## src/rtl/txdesc_pkg.sv

```systemverilog
package txdesc_pkg;

   localparam int unsigned WORD_W   = 128;
   localparam int unsigned NBYTES_W = 20;
   localparam logic [3:0]  KIND_DATA = 4'b0001;
   localparam logic [3:0]  STATUS_DONE = 4'b0001;

   // command byte, most significant bit first
   typedef struct packed {
      logic dly_en;
      logic tag_en;
      logic ext;
      logic spare;
      logic want_status;
      logic seg_en;
      logic add_fcs;
      logic last;
   } cmd_t;

   typedef struct packed {
      logic [15:0]         tag;
      logic [7:0]          opts;
      logic [3:0]          pad;
      logic [3:0]          stat;
      cmd_t                cmd;
      logic [3:0]          kind;
      logic [NBYTES_W-1:0] nbytes;
      logic [63:0]         buf_addr;
   } desc_t;

endpackage

```

## src/rtl/txdesc_decode.sv

```systemverilog
module txdesc_decode
   import txdesc_pkg::*;
(
   input  logic [WORD_W-1:0]   word_i,
   output logic                ok_o,
   output cmd_t                cmd_o,
   output logic [NBYTES_W-1:0] nbytes_o,
   output logic                zero_o
);
   desc_t d;

   always_comb begin
      d        = desc_t'(word_i);
      cmd_o    = d.cmd;
      nbytes_o = d.nbytes;
      ok_o     = d.cmd.ext && (d.kind == KIND_DATA);
      zero_o   = (d.nbytes == '0);
   end
endmodule

```

## src/rtl/txdesc_len_acc.sv

```systemverilog
module txdesc_len_acc
   import txdesc_pkg::*;
#(
   parameter int unsigned SUM_W       = 24,
   parameter bit          SUM_SAT     = 1'b1,
   parameter int unsigned MIN_PKT     = 17,
   parameter int unsigned FIFO_MARGIN = 80
)(
   input  logic                clk,
   input  logic                rst_n,
   input  logic                take_i,
   input  logic [NBYTES_W-1:0] nbytes_i,
   input  logic                last_i,
   input  logic                seg_i,
   input  logic [SUM_W-1:0]    fifo_bytes_i,
   output logic                err_short_o,
   output logic                err_fifo_o
);
   localparam int unsigned EXT_W = SUM_W - NBYTES_W;

   if (SUM_W <= NBYTES_W) begin : g_bad_width
      $error("txdesc_len_acc: SUM_W must exceed the byte count width");
   end
   if (MIN_PKT == 0) begin : g_bad_min
      $error("txdesc_len_acc: MIN_PKT must be nonzero");
   end

   logic [SUM_W-1:0] sum_q;
   logic             seg_q;
   logic [SUM_W-1:0] sum_nx;
   logic [SUM_W:0]   wide;
   logic             seg_nx;

   assign wide   = {1'b0, sum_q} + {1'b0, {EXT_W{1'b0}}, nbytes_i};
   assign seg_nx = seg_q | seg_i;

   if (SUM_SAT) begin : g_sat
      assign sum_nx = wide[SUM_W] ? {SUM_W{1'b1}} : wide[SUM_W-1:0];
   end else begin : g_wrap
      assign sum_nx = wide[SUM_W-1:0];
   end

   logic short_hit, fifo_hit;
   assign short_hit = !seg_nx && (sum_nx < SUM_W'(MIN_PKT));
   assign fifo_hit  = !seg_nx &&
                      (({1'b0, sum_nx} + (SUM_W+1)'(FIFO_MARGIN)) > {1'b0, fifo_bytes_i});

   always_ff @(posedge clk) begin
      if (!rst_n) begin
         sum_q       <= '0;
         seg_q       <= 1'b0;
         err_short_o <= 1'b0;
         err_fifo_o  <= 1'b0;
      end else begin
         err_short_o <= 1'b0;
         err_fifo_o  <= 1'b0;
         if (take_i) begin
            if (last_i) begin
               sum_q       <= '0;
               seg_q       <= 1'b0;
               err_short_o <= short_hit;
               err_fifo_o  <= fifo_hit;
            end else begin
               sum_q <= sum_nx;
               seg_q <= seg_nx;
            end
         end
      end
   end


   length_err_at_last_chk: assert property (@(posedge clk) disable iff (!rst_n)
      (err_short_o || err_fifo_o) |-> $past(take_i && last_i));


   sum_restart_chk: assert property (@(posedge clk) disable iff (!rst_n)
      (take_i && last_i) |=> (sum_q == '0 && !seg_q));


   seg_quiet_chk: assert property (@(posedge clk) disable iff (!rst_n)
      (take_i && last_i && seg_i) |=> (!err_short_o && !err_fifo_o));
endmodule

```

## src/rtl/txdesc_irq_timer.sv

```systemverilog
module txdesc_irq_timer #(
   parameter int unsigned TMR_W = 16
)(
   input  logic             clk,
   input  logic             rst_n,
   input  logic             fire_now_i,
   input  logic             arm_i,
   input  logic [TMR_W-1:0] reload_i,
   output logic             irq_o
);
   if (TMR_W < 1 || TMR_W > 32) begin : g_bad_tmr
      $error("txdesc_irq_timer: TMR_W out of range");
   end

   logic [TMR_W-1:0] cnt_q;
   logic             busy;
   assign busy = (cnt_q != '0);

   always_ff @(posedge clk) begin
      if (!rst_n) begin
         cnt_q <= '0;
         irq_o <= 1'b0;
      end else if (fire_now_i) begin
         cnt_q <= '0;
         irq_o <= 1'b1;
      end else if (arm_i && !busy) begin
         if (reload_i == '0) begin
            irq_o <= 1'b1;
         end else begin
            cnt_q <= reload_i;
            irq_o <= 1'b0;
         end
      end else if (busy) begin
         cnt_q <= cnt_q - 1'b1;
         irq_o <= (cnt_q == TMR_W'(1));
      end else begin
         irq_o <= 1'b0;
      end
   end


   fire_clears_chk: assert property (@(posedge clk) disable iff (!rst_n)
      fire_now_i |=> (irq_o && cnt_q == '0));


   no_restart_chk: assert property (@(posedge clk) disable iff (!rst_n)
      (busy && !fire_now_i) |=> (cnt_q == $past(cnt_q) - 1'b1));


   idle_quiet_chk: assert property (@(posedge clk) disable iff (!rst_n)
      (!busy && !fire_now_i && !arm_i) |=> (!irq_o && cnt_q == '0));
endmodule

```

## src/rtl/txdesc_screen.sv

```systemverilog
module txdesc_screen
   import txdesc_pkg::*;
#(
   parameter int unsigned SUM_W       = 24,
   parameter int unsigned TMR_W       = 16,
   parameter bit          SUM_SAT     = 1'b1,
   parameter int unsigned MIN_PKT     = 17,
   parameter int unsigned FIFO_MARGIN = 80
)(
   input  logic              clk,
   input  logic              rst_n,
   input  logic              desc_valid,
   output logic              desc_ready,
   input  logic [127:0]      desc_word,
   input  logic [SUM_W-1:0]  fifo_bytes,
   input  logic [TMR_W-1:0]  delay_reload,
   output logic              wb_valid,
   output logic [3:0]        wb_status,
   output logic              irq,
   output logic              err_kind,
   output logic              err_zero_len,
   output logic              err_short,
   output logic              err_fifo
);
   if (WORD_W != 128) begin : g_bad_word
      $error("txdesc_screen: descriptor word must be 128 bits");
   end

   logic                dec_ok;
   cmd_t                dec_cmd;
   logic [NBYTES_W-1:0] dec_nbytes;
   logic                dec_zero;
   logic                take;

   txdesc_decode u_decode (
      .word_i   (desc_word),
      .ok_o     (dec_ok),
      .cmd_o    (dec_cmd),
      .nbytes_o (dec_nbytes),
      .zero_o   (dec_zero)
   );

   assign desc_ready   = 1'b1;
   assign take         = desc_valid && dec_ok;
   assign err_zero_len = take && dec_zero;

   txdesc_len_acc #(
      .SUM_W       (SUM_W),
      .SUM_SAT     (SUM_SAT),
      .MIN_PKT     (MIN_PKT),
      .FIFO_MARGIN (FIFO_MARGIN)
   ) u_len (
      .clk          (clk),
      .rst_n        (rst_n),
      .take_i       (take),
      .nbytes_i     (dec_nbytes),
      .last_i       (dec_cmd.last),
      .seg_i        (dec_cmd.seg_en),
      .fifo_bytes_i (fifo_bytes),
      .err_short_o  (err_short),
      .err_fifo_o   (err_fifo)
   );

   txdesc_irq_timer #(.TMR_W(TMR_W)) u_timer (
      .clk        (clk),
      .rst_n      (rst_n),
      .fire_now_i (take && dec_cmd.want_status && !dec_cmd.dly_en),
      .arm_i      (take && dec_cmd.want_status && dec_cmd.dly_en),
      .reload_i   (delay_reload),
      .irq_o      (irq)
   );

   always_ff @(posedge clk) begin
      if (!rst_n) begin
         wb_valid  <= 1'b0;
         wb_status <= '0;
         err_kind  <= 1'b0;
      end else begin
         wb_valid  <= take && dec_cmd.want_status;
         wb_status <= (take && dec_cmd.want_status) ? STATUS_DONE : 4'b0000;
         err_kind  <= desc_valid && !dec_ok;
      end
   end


   wb_needs_request_chk: assert property (@(posedge clk) disable iff (!rst_n)
      wb_valid |-> ($past(desc_valid) && $past(desc_word[91]) && $past(desc_word[93])));


   kind_err_no_wb_chk: assert property (@(posedge clk) disable iff (!rst_n)
      err_kind |-> !wb_valid);


   zero_len_chk: assert property (@(posedge clk) disable iff (!rst_n)
      err_zero_len |-> (desc_valid && desc_word[83:64] == 20'd0));
endmodule

```

## config.mk

```make
export PLATFORM = sky130hd
export DESIGN_NAME = txdesc_screen
export DESIGN_NICKNAME = d
export VERILOG_FILES = /design/src/rtl/txdesc_pkg.sv /design/src/rtl/txdesc_decode.sv /design/src/rtl/txdesc_len_acc.sv /design/src/rtl/txdesc_irq_timer.sv /design/src/rtl/txdesc_screen.sv
export SDC_FILE = /design/constraint.sdc
export NUM_CORES = 1
export LEC_CHECK = 0
export ABC_AREA = 1
export BUFFER_PORTS_ARGS = -buffer_cell sky130_fd_sc_hd__buf_2
export CAP_MARGIN = 15
export CORE_UTILIZATION = 35
export CTS_CLUSTER_SIZE = 40
export DETAILED_ROUTE_END_ITERATION = 12
export HOLD_SLACK_MARGIN = 0.06
export PLACE_DENSITY = 0.65
export SLEW_MARGIN = 5
export SYNTH_ARGS = -nofsm -noshare
export SYNTH_HDL_FRONTEND = slang
export SYNTH_SLANG_ARGS = --single-unit
export TNS_END_PERCENT = 20
```

## constraint.sdc

```tcl
create_clock -name clk -period 4.1 [get_ports clk]
set_input_delay 0 -clock clk [delete_from_list [all_inputs] [get_ports clk]]
set_output_delay 0 -clock clk [all_outputs]
set_load 0.1 [all_outputs]
```

==> flow_metrics.tcl <==
set metrics [dict create \
    status "completed" \
    end_kind "flip-flop" \
    power.internal_w 0.0009873 \
    combPwrFrac 0.405 \
    design_area_mm2 0.006148 \
    path_clk_slew_ps 80 \
    critical_path_class "flip-flop to flip-flop" \
    placed_area_mm2 0.005758 \
    rows 43 \
    fin_nets 1182 \
    min_period_ps 3757 \
    ys_seq_area_frac 0.1799 \
    globalRouteMet3Util 0.02537 \
    grt_overflow 0 \
    maxSlewViolCount 0 \
    critPathMostFrequentCell "nand2_1" \
    die_h_um 122.9 \
    synth-seq-cells 46 \
    seqPwrFrac 0.321 \
    cp-start-kind "flip-flop" \
    grt_pass1_wl_um 23590 \
    antenna_found_initial 0 \
    synthToLayoutAreaGrowth_pct 20.12 \
    io_pins 182 \
    insertion_delay_ps 300 \
    drc 0 \
    crit_path_max_fanout 5 \
    htree_num_levels 2 \
    synthFlopType "dfxtp_1" \
    p_leak_nw 3.204 \
    clk_path_buf_depth 2 \
    cp.required_ps 4330 \
    nFillCells 1503 \
    slew-limit-headroom 0.4211 \
    cts_tree "built" \
    hold_violations 0 \
    grtUsageMet1 0.2407 \
    fin_crit_sh 0.9163 \
    worst_pin_slew_ps 863.0 \
    ir_drop_mv 0.2144 \
    vias_per_cell 4.840 \
    synth_common_cells "256 x nand2_1, 125 x inv_1, 92 x nor2_1, 66 x a21oi_1, 49 x nand3_1" \
    layout-drive-gt1-share 0.1599 \
    wirelength_um 14560 \
    switching_share 0.3998 \
    vias 5532 \
    synth_edf_count 0 \
    n_antenna_cell 0 \
    instances_no_fill 1143 \
    fin_worst_skew_ps 6.648 \
    cts_buffers 5 \
    synth_top_area_frac 0.1877 \
    cts.sinks 46 \
    coreArea_mm2 0.01410 \
    yosysWarnings 0 \
    initial_core_util 0.3631 \
    ys_types 46 \
    gp_congestion 0.9648 \
    r2r_slack_ps 340 \
    grt_max_degree 29 \
    syn_avg_cell_area_um2 5.973 \
    synth_area_mm2 0.005119 \
    syn_inst 857 \
    dieArea_mm2 0.01511 \
    root_buffer "clkbuf_16" \
    antenna_left 0 \
    power_frac_clock 0.274 \
    slowest_delay_ps 370 \
    first_global_vias 5152 \
    powerDensity_mw_per_mm2 267.6 \
    register_area_um2 920.9 \
    whs_ps 70.67 \
    fmaxAchievable_mhz 266.2 \
    synth_area_leaders "nand2_1 19%, dfxtp_1 18%, ha_1 12%, inv_1 9.2%, nor2_1 6.7%" \
    wl_per_cell_um 12.74 \
    multi_input_area_mm2 0.003662 \
    grtUsageMet2 0.3648 \
    hp-class "primary input to flip-flop" \
    async_flop_share 0 \
    yosysMostFrequentCell "nand2_1" \
    post-synth-top-area-cell "nand2_1" \
    dr.pass1.iters 5 \
    drv_cap 0 \
    placed_cells 1116 \
    dp_hpwl_um 11710 \
    drt-initial-drc-count 224 \
    portBuffers 78 \
    utilization 0.4362 \
    grt-busiest-layer "met2" \
    netSwitchingPower_w 0.0006578 \
    setup_violations 0 \
    cp.arrival_ps 3980 \
    die_w_um 122.9 \
    track_usage 0.2002 \
    slowest_stage "fa_2" \
]
[state kept, by name (all words and copies together) (netlist names)]
name,count
err_kind,1
u_timer.cnt_q,16
wb_valid,1
u_timer.irq_o,1
u_len.err_fifo_o,1
u_len.err_short_o,1
u_len.seg_q,1
u_len.sum_q,24
[area by class of cell]
type | count | area share
multi-input cells | 667 | 0.5956
inverters | 128 | 0.07814
well taps | 180 | 0.03663
clock inverters | 3 | 0.004681
flip-flops and latches | 46 | 0.1498
clock buffers | 5 | 0.02035
repair buffers | 114 | 0.1148
[power groups by stage]
stage                     combinational, W  clock (W)  sequential (W)
after floorplan                   0.000480          0        0.000544
final                             0.000667   0.000451        0.000527
after global placement            0.000637          0        0.000536
after detailed placement          0.000641          0        0.000537
after global routing              0.000758   0.000475        0.000532
after CTS                         0.000661   0.000466        0.000527
[layout by cell type, fill, tap and decap left out, types with 13 or more instances in the layout]
master and instances:
dfxtp_1 46, nand3_1 49, buf_2 78, xor2_1 22, dlygate4sd3_1 18, nand4_1 19, nor2_1 91, nand2_1 256
inv_1 125, buf_4 18, o21ai_0 19, nor3_1 13, ha_1 43, nand2_2 13, a21oi_1 65
[per-stage QoR]
step	setup TNS (ps)	total power, W	setup WS [ps]
3_5_place_dp	0	0.001178	159.4
5_1_grt	-0.4561	0.001765	-0.4561
2_1_floorplan	0	0.001024	573.8
3_3_place_gp	0	0.001173	157.1
4_1_cts	0	0.001654	136.5
6_report	0	0.001645	343.0
[routing by layer]
layer,vias to the layer above,share of wire,wire length (um)
met5,-,0,0
met4,0,0.024,351
met3,18,0.043,627
met2,117,0.48,6984
met1,2453,0.45,6594
li1,2944,-,-
[worst paths after layout]
| kind | from | to | cells after the start |
|---|---|---|---|
| setup / recovery | u_len.sum_q[0] | u_len.err_fifo_o | 31 |
| hold / removal | desc_word[90] | u_len.seg_q | 4 |
| setup reg to reg | u_len.sum_q[0] | u_len.err_fifo_o | 31 |
| hold reg to reg | u_len.seg_q | u_len.seg_q | 2 |
[critical path, delay by kind of cell (launching register included)]
kind | cells | cell delay [ps]
DFF | 1 | 310
AOI/OAI and AO/OA | 1 | 130
buffers and inverters | 2 | 130
and+or+nand+nor | 23 | 1890
adders and majority gates | 4 | 1090
xor gates and xnor gates | 1 | 140
[cells by family (layout without fill, tap and decap cells)]
group,count (synthesis),after routing,share of synthesized area
other,2,4,0.001467
adder cells (fa/ha/maj),49,49,0.1212
buffers and inverters,146,250,0.1156
AO/OA/AOI/OAI,101,101,0.1080
XOR/XNOR,31,31,0.05451
flip-flops,46,46,0.1799
AND/OR/NAND/NOR,482,482,0.4192
[repair_timing]
item	4_1_cts	5_1_grt
setup buffers	0	1
resized for setup	0	11
setup endpoints to repair	0	1
hold buffers	18	0
hold endpoints to repair	16	0
(Power assumes the default switching activity.)
